$ cat src/rtl/wd_pkg.sv
package wd_pkg;

    typedef enum logic [0:0] {
        PH_IDLE  = 1'b0,
        PH_ISSUE = 1'b1
    } phase_e;

endpackage

$ cat src/rtl/wd_slot_pool.sv
module wd_slot_pool #(
    parameter int SUBS  = 4,
    parameter int SLOTS = 16,
    parameter int TAGW  = 6,
    parameter int SUBW  = 2,
    parameter int SLOTW = 4
) (
    input  logic                    clk,
    input  logic                    rst_n,
    input  logic                    set_valid,
    input  logic [SUBW-1:0]         set_sub,
    input  logic [TAGW-1:0]         set_tag,
    input  logic [SUBS-1:0]         done_valid,
    input  logic [SUBS*SLOTW-1:0]   done_slot,
    output logic [SUBS-1:0]         has_free,
    output logic [SUBS*SLOTW-1:0]   first_free,
    output logic [SUBS*TAGW-1:0]    done_tag
);

    for (genvar s = 0; s < SUBS; s++) begin : g_sub
        typedef struct packed {
            logic [SLOTS-1:0]           busy;
            logic [SLOTS-1:0][TAGW-1:0] tag;
        } pool_t;

        pool_t             st_q, st_d;
        logic [SLOTW-1:0]  dslot;
        logic [SLOTW-1:0]  free_idx;

        assign dslot = done_slot[s*SLOTW +: SLOTW];

        // lowest free slot of this subpartition
        always_comb begin
            free_idx = '0;
            for (int i = SLOTS - 1; i >= 0; i--) begin
                if (!st_q.busy[i]) free_idx = SLOTW'(i);
            end
        end

        always_comb begin
            st_d = st_q;
            if (done_valid[s]) st_d.busy[dslot] = 1'b0;
            if (set_valid && (set_sub == SUBW'(s))) begin
                st_d.busy[free_idx] = 1'b1;
                st_d.tag[free_idx]  = set_tag;
            end
        end

        always_ff @(posedge clk or negedge rst_n) begin
            if (!rst_n) st_q <= '0;
            else        st_q <= st_d;
        end

        assign has_free[s]                     = ~&st_q.busy;
        assign first_free[s*SLOTW +: SLOTW]    = free_idx;
        assign done_tag[s*TAGW +: TAGW]        = st_q.tag[dslot];

        // a completion must name an occupied slot
        a_r7_done_on_busy: assert property (@(posedge clk) disable iff (!rst_n)
            done_valid[s] |-> st_q.busy[dslot])
            else $error("completion on idle slot");
    end

endmodule

$ cat src/rtl/wd_block_track.sv
module wd_block_track #(
    parameter int SUBS = 4,
    parameter int TAGS = 64,
    parameter int TAGW = 6,
    parameter int CNTW = 6
) (
    input  logic                  clk,
    input  logic                  rst_n,
    input  logic                  load_valid,
    input  logic [TAGW-1:0]       load_tag,
    input  logic [CNTW-1:0]       load_cnt,
    input  logic [SUBS-1:0]       done_valid,
    input  logic [SUBS*TAGW-1:0]  done_tag,
    output logic [TAGS-1:0]       tag_free,
    output logic [TAGS-1:0]       blk_done
);

    typedef struct packed {
        logic [TAGS-1:0][CNTW-1:0] cnt;
        logic [TAGS-1:0]           fin;
    } trk_t;

    trk_t                      q, d;
    logic [TAGS-1:0][CNTW-1:0] dec;

    always_comb begin
        for (int t = 0; t < TAGS; t++) begin
            dec[t] = '0;
            for (int s = 0; s < SUBS; s++) begin
                if (done_valid[s] && (done_tag[s*TAGW +: TAGW] == TAGW'(t)))
                    dec[t] = dec[t] + CNTW'(1);
            end
        end
    end

    always_comb begin
        d = q;
        for (int t = 0; t < TAGS; t++) begin
            d.fin[t] = (dec[t] != '0) && (dec[t] == q.cnt[t]);
            d.cnt[t] = q.cnt[t] - dec[t];
            if (load_valid && (load_tag == TAGW'(t))) d.cnt[t] = load_cnt;
        end
    end

    always_ff @(posedge clk or negedge rst_n) begin
        if (!rst_n) q <= '0;
        else        q <= d;
    end

    for (genvar t = 0; t < TAGS; t++) begin : g_tag
        assign tag_free[t] = (q.cnt[t] == '0);

        // completions never exceed the live warps of a block
        a_r8_no_underflow: assert property (@(posedge clk) disable iff (!rst_n)
            dec[t] <= q.cnt[t])
            else $error("block counter underflow");
    end

    assign blk_done = q.fin;

    // a new block only takes a tag with no live warps
    a_r9_load_free_tag: assert property (@(posedge clk) disable iff (!rst_n)
        load_valid |-> tag_free[load_tag])
        else $error("tag reused while live");

endmodule

$ cat src/rtl/wd_admit.sv
module wd_admit
    import wd_pkg::*;
#(
    parameter int LANES       = 32,
    parameter int MAX_THREADS = 1024,
    parameter int SUBS        = 4,
    parameter int TOTAL       = 64,
    parameter int TAGS        = 64,
    parameter int TW          = 12,
    parameter int TAGW        = 6,
    parameter int SUBW        = 2,
    parameter int SLOTW       = 4,
    parameter int WIDW        = 5,
    parameter int CNTW        = 6,
    parameter int FREEW       = 7,
    parameter int LSH         = 5
) (
    input  logic                  clk,
    input  logic                  rst_n,
    input  logic                  req_valid,
    input  logic [TW-1:0]         req_threads,
    output logic                  req_ready,
    output logic [TAGW-1:0]       req_tag,
    output logic                  req_reject,
    input  logic [SUBS-1:0]       has_free,
    input  logic [SUBS*SLOTW-1:0] first_free,
    input  logic [TAGS-1:0]       tag_free,
    input  logic [SUBS-1:0]       done_valid,
    output logic                  set_valid,
    output logic [SUBW-1:0]       set_sub,
    output logic [TAGW-1:0]       set_tag,
    output logic                  load_valid,
    output logic [TAGW-1:0]       load_tag,
    output logic [CNTW-1:0]       load_cnt,
    output logic [SUBS-1:0]       alloc_valid,
    output logic [TAGW-1:0]       alloc_tag,
    output logic [WIDW-1:0]       alloc_warp,
    output logic [SLOTW-1:0]      alloc_slot,
    output logic [LANES-1:0]      alloc_mask
);

    typedef struct packed {
        phase_e           phase;
        logic [FREEW-1:0] free;
        logic [SUBW-1:0]  rr;
        logic [CNTW-1:0]  left;
        logic [WIDW-1:0]  widx;
        logic [TAGW-1:0]  tag;
        logic [LSH-1:0]   tail;
        logic [SUBS-1:0]  av;
        logic [TAGW-1:0]  atag;
        logic [WIDW-1:0]  awarp;
        logic [SLOTW-1:0] aslot;
        logic [LANES-1:0] amask;
        logic             rej;
    } adm_t;

    adm_t             q, d;
    logic [TW-1:0]    nw;
    logic             bad;
    logic             fits;
    logic             accept;
    logic             found;
    logic [SUBW-1:0]  pick;
    logic [SUBW-1:0]  cand;
    logic [TAGW-1:0]  low_tag;

    // request decode
    always_comb begin
        nw   = TW'((32'(req_threads) + 32'(LANES - 1)) >> LSH);
        bad  = (req_threads == '0) || (32'(req_threads) > 32'(MAX_THREADS));
        fits = 32'(q.free) >= 32'(nw);
        low_tag = '0;
        for (int t = TAGS - 1; t >= 0; t--) begin
            if (tag_free[t]) low_tag = TAGW'(t);
        end
    end

    // round-robin subpartition search from the pointer
    always_comb begin
        found = 1'b0;
        pick  = '0;
        cand  = '0;
        for (int k = 0; k < SUBS; k++) begin
            cand = SUBW'(32'(q.rr) + k);
            if (!found && has_free[cand]) begin
                found = 1'b1;
                pick  = cand;
            end
        end
    end

    always_comb begin
        d          = q;
        d.av       = '0;
        d.rej      = 1'b0;
        set_valid  = 1'b0;
        set_sub    = pick;
        load_valid = 1'b0;
        accept     = (q.phase == PH_IDLE) && req_valid && (bad || fits);
        d.free     = q.free + FREEW'($countones(done_valid));

        if (accept) begin
            if (bad) begin
                d.rej = 1'b1;
            end else begin
                d.phase    = PH_ISSUE;
                d.left     = CNTW'(nw);
                d.widx     = '0;
                d.tag      = low_tag;
                d.tail     = req_threads[LSH-1:0];
                d.free     = d.free - FREEW'(nw);
                load_valid = 1'b1;
            end
        end

        if (q.phase == PH_ISSUE) begin
            if (found) begin
                set_valid  = 1'b1;
                d.av[pick] = 1'b1;
            end
            d.atag  = q.tag;
            d.awarp = q.widx;
            d.aslot = first_free[pick*SLOTW +: SLOTW];
            if ((q.left == CNTW'(1)) && (q.tail != '0))
                d.amask = (LANES'(1) << q.tail) - LANES'(1);
            else
                d.amask = '1;
            d.left = q.left - CNTW'(1);
            d.widx = q.widx + WIDW'(1);
            d.rr   = pick + SUBW'(1);
            if (q.left == CNTW'(1)) d.phase = PH_IDLE;
        end
    end

    always_ff @(posedge clk or negedge rst_n) begin
        if (!rst_n) begin
            q      <= '0;
            q.free <= FREEW'(TOTAL);
        end else begin
            q <= d;
        end
    end

    assign req_ready   = accept;
    assign req_tag     = low_tag;
    assign req_reject  = q.rej;
    assign set_tag     = q.tag;
    assign load_tag    = low_tag;
    assign load_cnt    = CNTW'(nw);
    assign alloc_valid = q.av;
    assign alloc_tag   = q.atag;
    assign alloc_warp  = q.awarp;
    assign alloc_slot  = q.aslot;
    assign alloc_mask  = q.amask;

    // reserved capacity guarantees a physical slot for every pending warp
    a_r5_room_for_warp: assert property (@(posedge clk) disable iff (!rst_n)
        (q.phase == PH_ISSUE) |-> (|has_free))
        else $error("no free slot while issuing");

    // unreserved count never exceeds the pool size
    a_r5_free_bound: assert property (@(posedge clk) disable iff (!rst_n)
        32'(q.free) <= 32'(TOTAL))
        else $error("free count overflow");

    // at most one subpartition receives a warp per cycle
    a_r6_one_target: assert property (@(posedge clk) disable iff (!rst_n)
        $onehot0(alloc_valid))
        else $error("allocate not one-hot");

    // a rejected request produces no allocation in the following cycle
    a_r2_reject_quiet: assert property (@(posedge clk) disable iff (!rst_n)
        req_reject |=> (alloc_valid == '0))
        else $error("allocation after reject");

endmodule

$ cat src/rtl/warp_dispatch_top.sv
module warp_dispatch_top #(
    parameter int LANES       = 32,
    parameter int MAX_THREADS = 1024,
    parameter int SUBS        = 4,
    parameter int SLOTS       = 16,
    localparam int TOTAL      = SUBS * SLOTS,
    localparam int TAGS       = TOTAL,
    localparam int WPB        = MAX_THREADS / LANES,
    localparam int TW         = $clog2(MAX_THREADS) + 2,
    localparam int TAGW       = $clog2(TAGS),
    localparam int SUBW       = $clog2(SUBS),
    localparam int SLOTW      = $clog2(SLOTS),
    localparam int WIDW       = $clog2(WPB),
    localparam int CNTW       = $clog2(WPB + 1),
    localparam int FREEW      = $clog2(TOTAL + 1),
    localparam int LSH        = $clog2(LANES)
) (
    input  logic                  clk,
    input  logic                  rst_n,
    input  logic                  req_valid,
    output logic                  req_ready,
    input  logic [TW-1:0]         req_threads,
    output logic [TAGW-1:0]       req_tag,
    output logic                  req_reject,
    output logic [SUBS-1:0]       alloc_valid,
    output logic [TAGW-1:0]       alloc_tag,
    output logic [WIDW-1:0]       alloc_warp,
    output logic [SLOTW-1:0]      alloc_slot,
    output logic [LANES-1:0]      alloc_mask,
    input  logic [SUBS-1:0]       done_valid,
    input  logic [SUBS*SLOTW-1:0] done_slot,
    output logic [TAGS-1:0]       blk_done
);

    logic                  set_valid;
    logic [SUBW-1:0]       set_sub;
    logic [TAGW-1:0]       set_tag;
    logic                  load_valid;
    logic [TAGW-1:0]       load_tag;
    logic [CNTW-1:0]       load_cnt;
    logic [SUBS-1:0]       has_free;
    logic [SUBS*SLOTW-1:0] first_free;
    logic [SUBS*TAGW-1:0]  done_tag;
    logic [TAGS-1:0]       tag_free;

    wd_admit #(
        .LANES(LANES), .MAX_THREADS(MAX_THREADS), .SUBS(SUBS), .TOTAL(TOTAL),
        .TAGS(TAGS), .TW(TW), .TAGW(TAGW), .SUBW(SUBW), .SLOTW(SLOTW),
        .WIDW(WIDW), .CNTW(CNTW), .FREEW(FREEW), .LSH(LSH)
    ) u_admit (
        .clk(clk), .rst_n(rst_n),
        .req_valid(req_valid), .req_threads(req_threads),
        .req_ready(req_ready), .req_tag(req_tag), .req_reject(req_reject),
        .has_free(has_free), .first_free(first_free), .tag_free(tag_free),
        .done_valid(done_valid),
        .set_valid(set_valid), .set_sub(set_sub), .set_tag(set_tag),
        .load_valid(load_valid), .load_tag(load_tag), .load_cnt(load_cnt),
        .alloc_valid(alloc_valid), .alloc_tag(alloc_tag), .alloc_warp(alloc_warp),
        .alloc_slot(alloc_slot), .alloc_mask(alloc_mask)
    );

    wd_slot_pool #(
        .SUBS(SUBS), .SLOTS(SLOTS), .TAGW(TAGW), .SUBW(SUBW), .SLOTW(SLOTW)
    ) u_pool (
        .clk(clk), .rst_n(rst_n),
        .set_valid(set_valid), .set_sub(set_sub), .set_tag(set_tag),
        .done_valid(done_valid), .done_slot(done_slot),
        .has_free(has_free), .first_free(first_free), .done_tag(done_tag)
    );

    wd_block_track #(
        .SUBS(SUBS), .TAGS(TAGS), .TAGW(TAGW), .CNTW(CNTW)
    ) u_track (
        .clk(clk), .rst_n(rst_n),
        .load_valid(load_valid), .load_tag(load_tag), .load_cnt(load_cnt),
        .done_valid(done_valid), .done_tag(done_tag),
        .tag_free(tag_free), .blk_done(blk_done)
    );

endmodule

$ cat config.mk
export PLATFORM = sky130hd
export DESIGN_NAME = warp_dispatch_top
export DESIGN_NICKNAME = d
export VERILOG_FILES = /design/src/rtl/wd_pkg.sv /design/src/rtl/wd_slot_pool.sv /design/src/rtl/wd_block_track.sv /design/src/rtl/wd_admit.sv /design/src/rtl/warp_dispatch_top.sv
export SDC_FILE = /design/constraint.sdc
export NUM_CORES = 2
export LEC_CHECK = 0
export CORE_ASPECT_RATIO = 0.5
export CORE_MARGIN = 2
export CORE_UTILIZATION = 40
export DETAILED_ROUTE_END_ITERATION = 12
export GPL_TIMING_DRIVEN = 0
export HOLD_SLACK_MARGIN = 0.15
export PLACE_DENSITY_LB_ADDON = 0.3
export REMOVE_ABC_BUFFERS = 1
export SYNTH_ARGS = -nofsm -noshare
export SYNTH_HDL_FRONTEND = slang
export SYNTH_HIERARCHICAL = 1
export SYNTH_SLANG_ARGS = --single-unit
$ cat constraint.sdc
create_clock -name clk -period 4.6 [get_ports clk]
set_input_delay 0.69 -clock clk [delete_from_list [all_inputs] [get_ports clk]]
set_output_delay 0.69 -clock clk [all_outputs]
set_load 0.03 [all_outputs]
==> impl_metrics.py <==
metrics = {
    "run_status": {
        "status": "complete, but fails checks",
        "violations_in_the_final_reports": "setup timing",
    },
    "power": {
        "internal_power_mw": 19.2,
        "p_leak_nw": 35.9,
        "max-vdd-ir-drop_mv": 0.344,
        "power_per_cell_area_mw_per_mm2": 356,
        "power_switching_mw": 10.0,
        "power.clock.fraction_pct": 31.1,
        "share_seq_of_total_power_pct": 40.1,
        "combPwrFrac_pct": 28.8,
        "switching_share_pct": 34.3,
    },
    "grt": {
        "grt_start_max_net_pins": 155,
        "grt.overflow.total": 0,
        "first_global_vias": 53600,
        "grt_pass1_wl_um": 331000,
        "initial_antenna_violation_count": 26,
        "grt_usage_pct": 25.4,
    },
    "yosys": {
        "synth_area_leaders": "dfrtp_1 36%, ha_1 7.6%, mux2_2 6.6%, xnor2_1 4.7%, a21oi_1 4.6%",
        "synthesis.instances": 7080,
        "synth_warnings": 6,
        "synth.avg_cell_area_um2": 9.49,
        "synth-seq-cells": 980,
        "synth-async-reset-ratio_pct": 100,
        "synth-edff-count": 0,
        "yosysUniqueCellTypes": 115,
        "dominantRegCellSynth": "dfrtp_1",
        "ys_seq_area_share_pct": 36.5,
        "netlist_area_mm2": 0.0672,
        "netlist.area_leader.share_pct": 36.5,
        "synth_area_leader_cell": "dfrtp_1",
    },
    "finish": {
        "footprint_of_the_multi_input_gates_mm2": 0.0428,
        "final_common_cell": "dfrtp_1",
        "final.fill_count": 14900,
        "final_core_utilization_pct": 49.1,
        "post_route_cells_drive_above_1_share_pct": 25.9,
        "layout.cells.most_common_list": "972 x dfrtp_1, 667 x nor2_1, 549 x a21oi_1, 418 x nand2_1, 397 x inv_1",
        "layout.nets": 7863,
        "flow.area_growth_from_synthesis_pct": 22.1,
        "sequential_cell_area_mm2": 0.0245,
    },
    "critical_path": {
        "cp_data_required_time_ns": 5.18,
        "critical_path.max_stage_delay_ns": 0.78,
        "setup.worst_path.end_class": "flip-flop",
        "ff2ff_path_depth": 18,
        "cp_cell_sequence": "mux4_2 > mux4_4 > buf_12 > or4_4 > nor2_4 > inv_2 > ha_4 > and3_4 > a31oi_4 > xnor2_2 > a21oi_2 > ha_1 > nor2b_1 > o21ai_1 > nand2b_1 > a211oi_2 > xnor2_1 > a21oi_1",
        "cp.buffers_inverters": 2,
        "worst_path_dominant_cell_family": "multiplexers",
        "critical-path-slowest-cell": "mux4_4",
        "cp.arrival_ns": 5.35,
        "worst-path-max-fanout": 6,
        "critPathKind": "flip-flop to flip-flop",
        "reg2reg_slack_ns": -0.17,
        "reg2reg_to": "u_track/q[69]",
        "critical_path.startpoint_type": "flip-flop",
    },
    "floorplan": {
        "io_pins": 158,
        "design.core.area_mm2": 0.167,
        "die_area_mm2": 0.171,
        "floorplan.initialDensity_pct": 40.2,
        "die_h_um": 294,
        "row_count": 106,
        "dieWidth_um": 584,
    },
    "routing": {
        "drt-vias-per-instance": 5.89,
        "ant_nets": 0,
        "wl_um": 231000,
        "via_count": 56900,
        "route.detailed.wl_per_inst_um": 23.9,
        "initialDrtViolationCount": 6049,
        "drc": 0,
        "drtPass1Iterations": 10,
    },
    "timing": {
        "setup-violations-final": 29,
        "post-route-min-period_ns": 4.77,
        "timing_hold_violations_final": 0,
        "tns_ns": -1.63,
        "maxClockFrequency_mhz": 210,
        "min_period_over_period_pct": 104,
        "finalMaxSlewViolations": 0,
        "timing.clock.skew_ns": 0.0540,
        "timing.final.ws_setup_ns": -0.167,
        "grt_setup_unrepaired": "true",
        "worstMarginPinSlew_ns": 1.29,
        "slew_headroom_pct": 13.7,
    },
    "cts": {
        "ctsHtreeMaxLevel": 3,
        "worst_setup_hold_path_clk_slew_ns": 0.06,
        "cts_tree": "built",
        "clock_tree.root_cell": "clkbuf_16",
        "numCtsBuffers": 101,
        "clkSinkCount": 980,
        "cts-root-to-sink-buffers": 3,
        "worstSkewPairLatency_ns": 0.75,
    },
    "placement": {
        "placement.io_buffers": 157,
        "gp_congestion": 0.943,
        "hpwlAfterDp_um": 140000,
        "dpl_worst_slack_ns": -2.88,
    },
    "run": {
        "max_cap_viol_count": 0,
    },
    "min_path": {
        "hold_class": "input port to flip-flop",
        "hp-start": "done_slot[12]",
        "holdPathStages": 4,
        "worst_hold_endpoint": "u_pool/g_sub[3].st_q[111]",
    },
}
-- worst reg2reg max path, stage by stage (launching register included) --
cell,delay [ns]
dfrtp_1,0.38
mux4_2,0.51
mux4_4,0.79
buf_12,0.24
or4_4,0.57
nor2_4,0.14
inv_2,0.07
ha_4,0.15
and3_4,0.15
a31oi_4,0.16
xnor2_2,0.10
a21oi_2,0.21
ha_1,0.28
nor2b_1,0.14
o21ai_1,0.13
nand2b_1,0.10
a211oi_2,0.27
xnor2_1,0.15
a21oi_1,0.08
-- cell type report --
cell class                 count  area share, %
tap                         2214           3.38
clock inverter                46          0.896
multi-input combinational   5240           52.2
sequential                   980           29.9
timing repair buffer         596           8.01
antenna                        9         0.0275
clock buffer                 143           3.54
inverter                     435           2.01
-- cell usage after synthesis, types with 24 or more instances --
cell type / number
mux4_2: 122
a21o_1: 72
nor2_1: 741
buf_4: 137
nor4_1: 31
o21ai_0: 251
a211oi_1: 77
mux2_2: 393
fa_1: 68
and3_1: 79
inv_1: 431
nor2b_1: 88
nand3_1: 57
xor2_1: 106
a21oi_1: 612
a32oi_1: 29
nor3_2: 24
dfrtp_1: 979
nand2_1: 441
mux2i_1: 29
clkbuf_1: 224
nand2b_1: 139
o22ai_1: 69
buf_2: 82
nand4_1: 100
nor3_1: 193
xnor2_1: 364
ha_1: 406
nand3b_1: 34
or4_1: 77
buf_1: 54
a31oi_1: 112
or3_1: 32
-- metal layers --
metal	global-route usage, %	wire length [um]
met3	8.91	27500
met2	38.6	99400
met4	10.4	12200
met1	32.7	91700
met5	0.644	329
-- power by group through the flow --
stage | clock [mW] | combinational (mW) | sequential [mW]
5_1_grt | 9.64 | 9.23 | 11.9
4_1_cts | 9.25 | 8.02 | 11.6
2_1_floorplan | 0 | 5.43 | 11.5
3_5_place_dp | 0 | 7.62 | 11.7
6_report | 9.08 | 8.41 | 11.7
3_3_place_gp | 0 | 7.28 | 11.8
-- metrics by stage --
stage          area [um^2]  std cells  hold slack, ns  power (mW)
2_1_floorplan        64900       6638           0.394        16.9
3_3_place_gp         69200       9009           0.452        19.1
3_5_place_dp         70900       9088           0.453        19.3
4_1_cts              78100       9464           0.379        28.9
5_1_grt              82000       9658           0.429        30.8
6_report             82000       9663           0.416        29.2
-- repair_timing --
| item | CTS | global route |
|---|---|---|
| cloned | 13 | 10 |
| endpoints found under the setup margin | 455 | 383 |
| hold endpoints to repair | 75 | 0 |
| setup buffers | 173 | 180 |
| resized for setup | 354 | 571 |
| hold buffers | 1 | 0 |
| pin swaps | 58 | 332 |
-- cell families (layout without fill, tap and decap cells) --
kind of cell	count (synthesis)	in the layout	share of synthesized area [%]
compound gates	1456	1456	13.3
simple gates	2202	2207	16.8
other cells	1	73	0.00558
buf+inv	940	1220	6.26
fa+ha+maj	474	474	9.59
xor+xnor	470	470	6.13
flops	980	980	36.5
mux	557	569	11.4
-- worst max path at each step --
stage	start	endpoint	cells after the start
floorplan	req_threads[0]	u_track/q[102]	13
global placement	rst_n	u_track/blk_done[3]	1
detailed placement	done_slot[5]	u_track/blk_done[53]	14
CTS	flip-flop	u_track/q[171]	19
global route	flip-flop	u_track/q[69]	18
finish	flip-flop	u_track/q[69]	18
(Power assumes the default switching activity.)
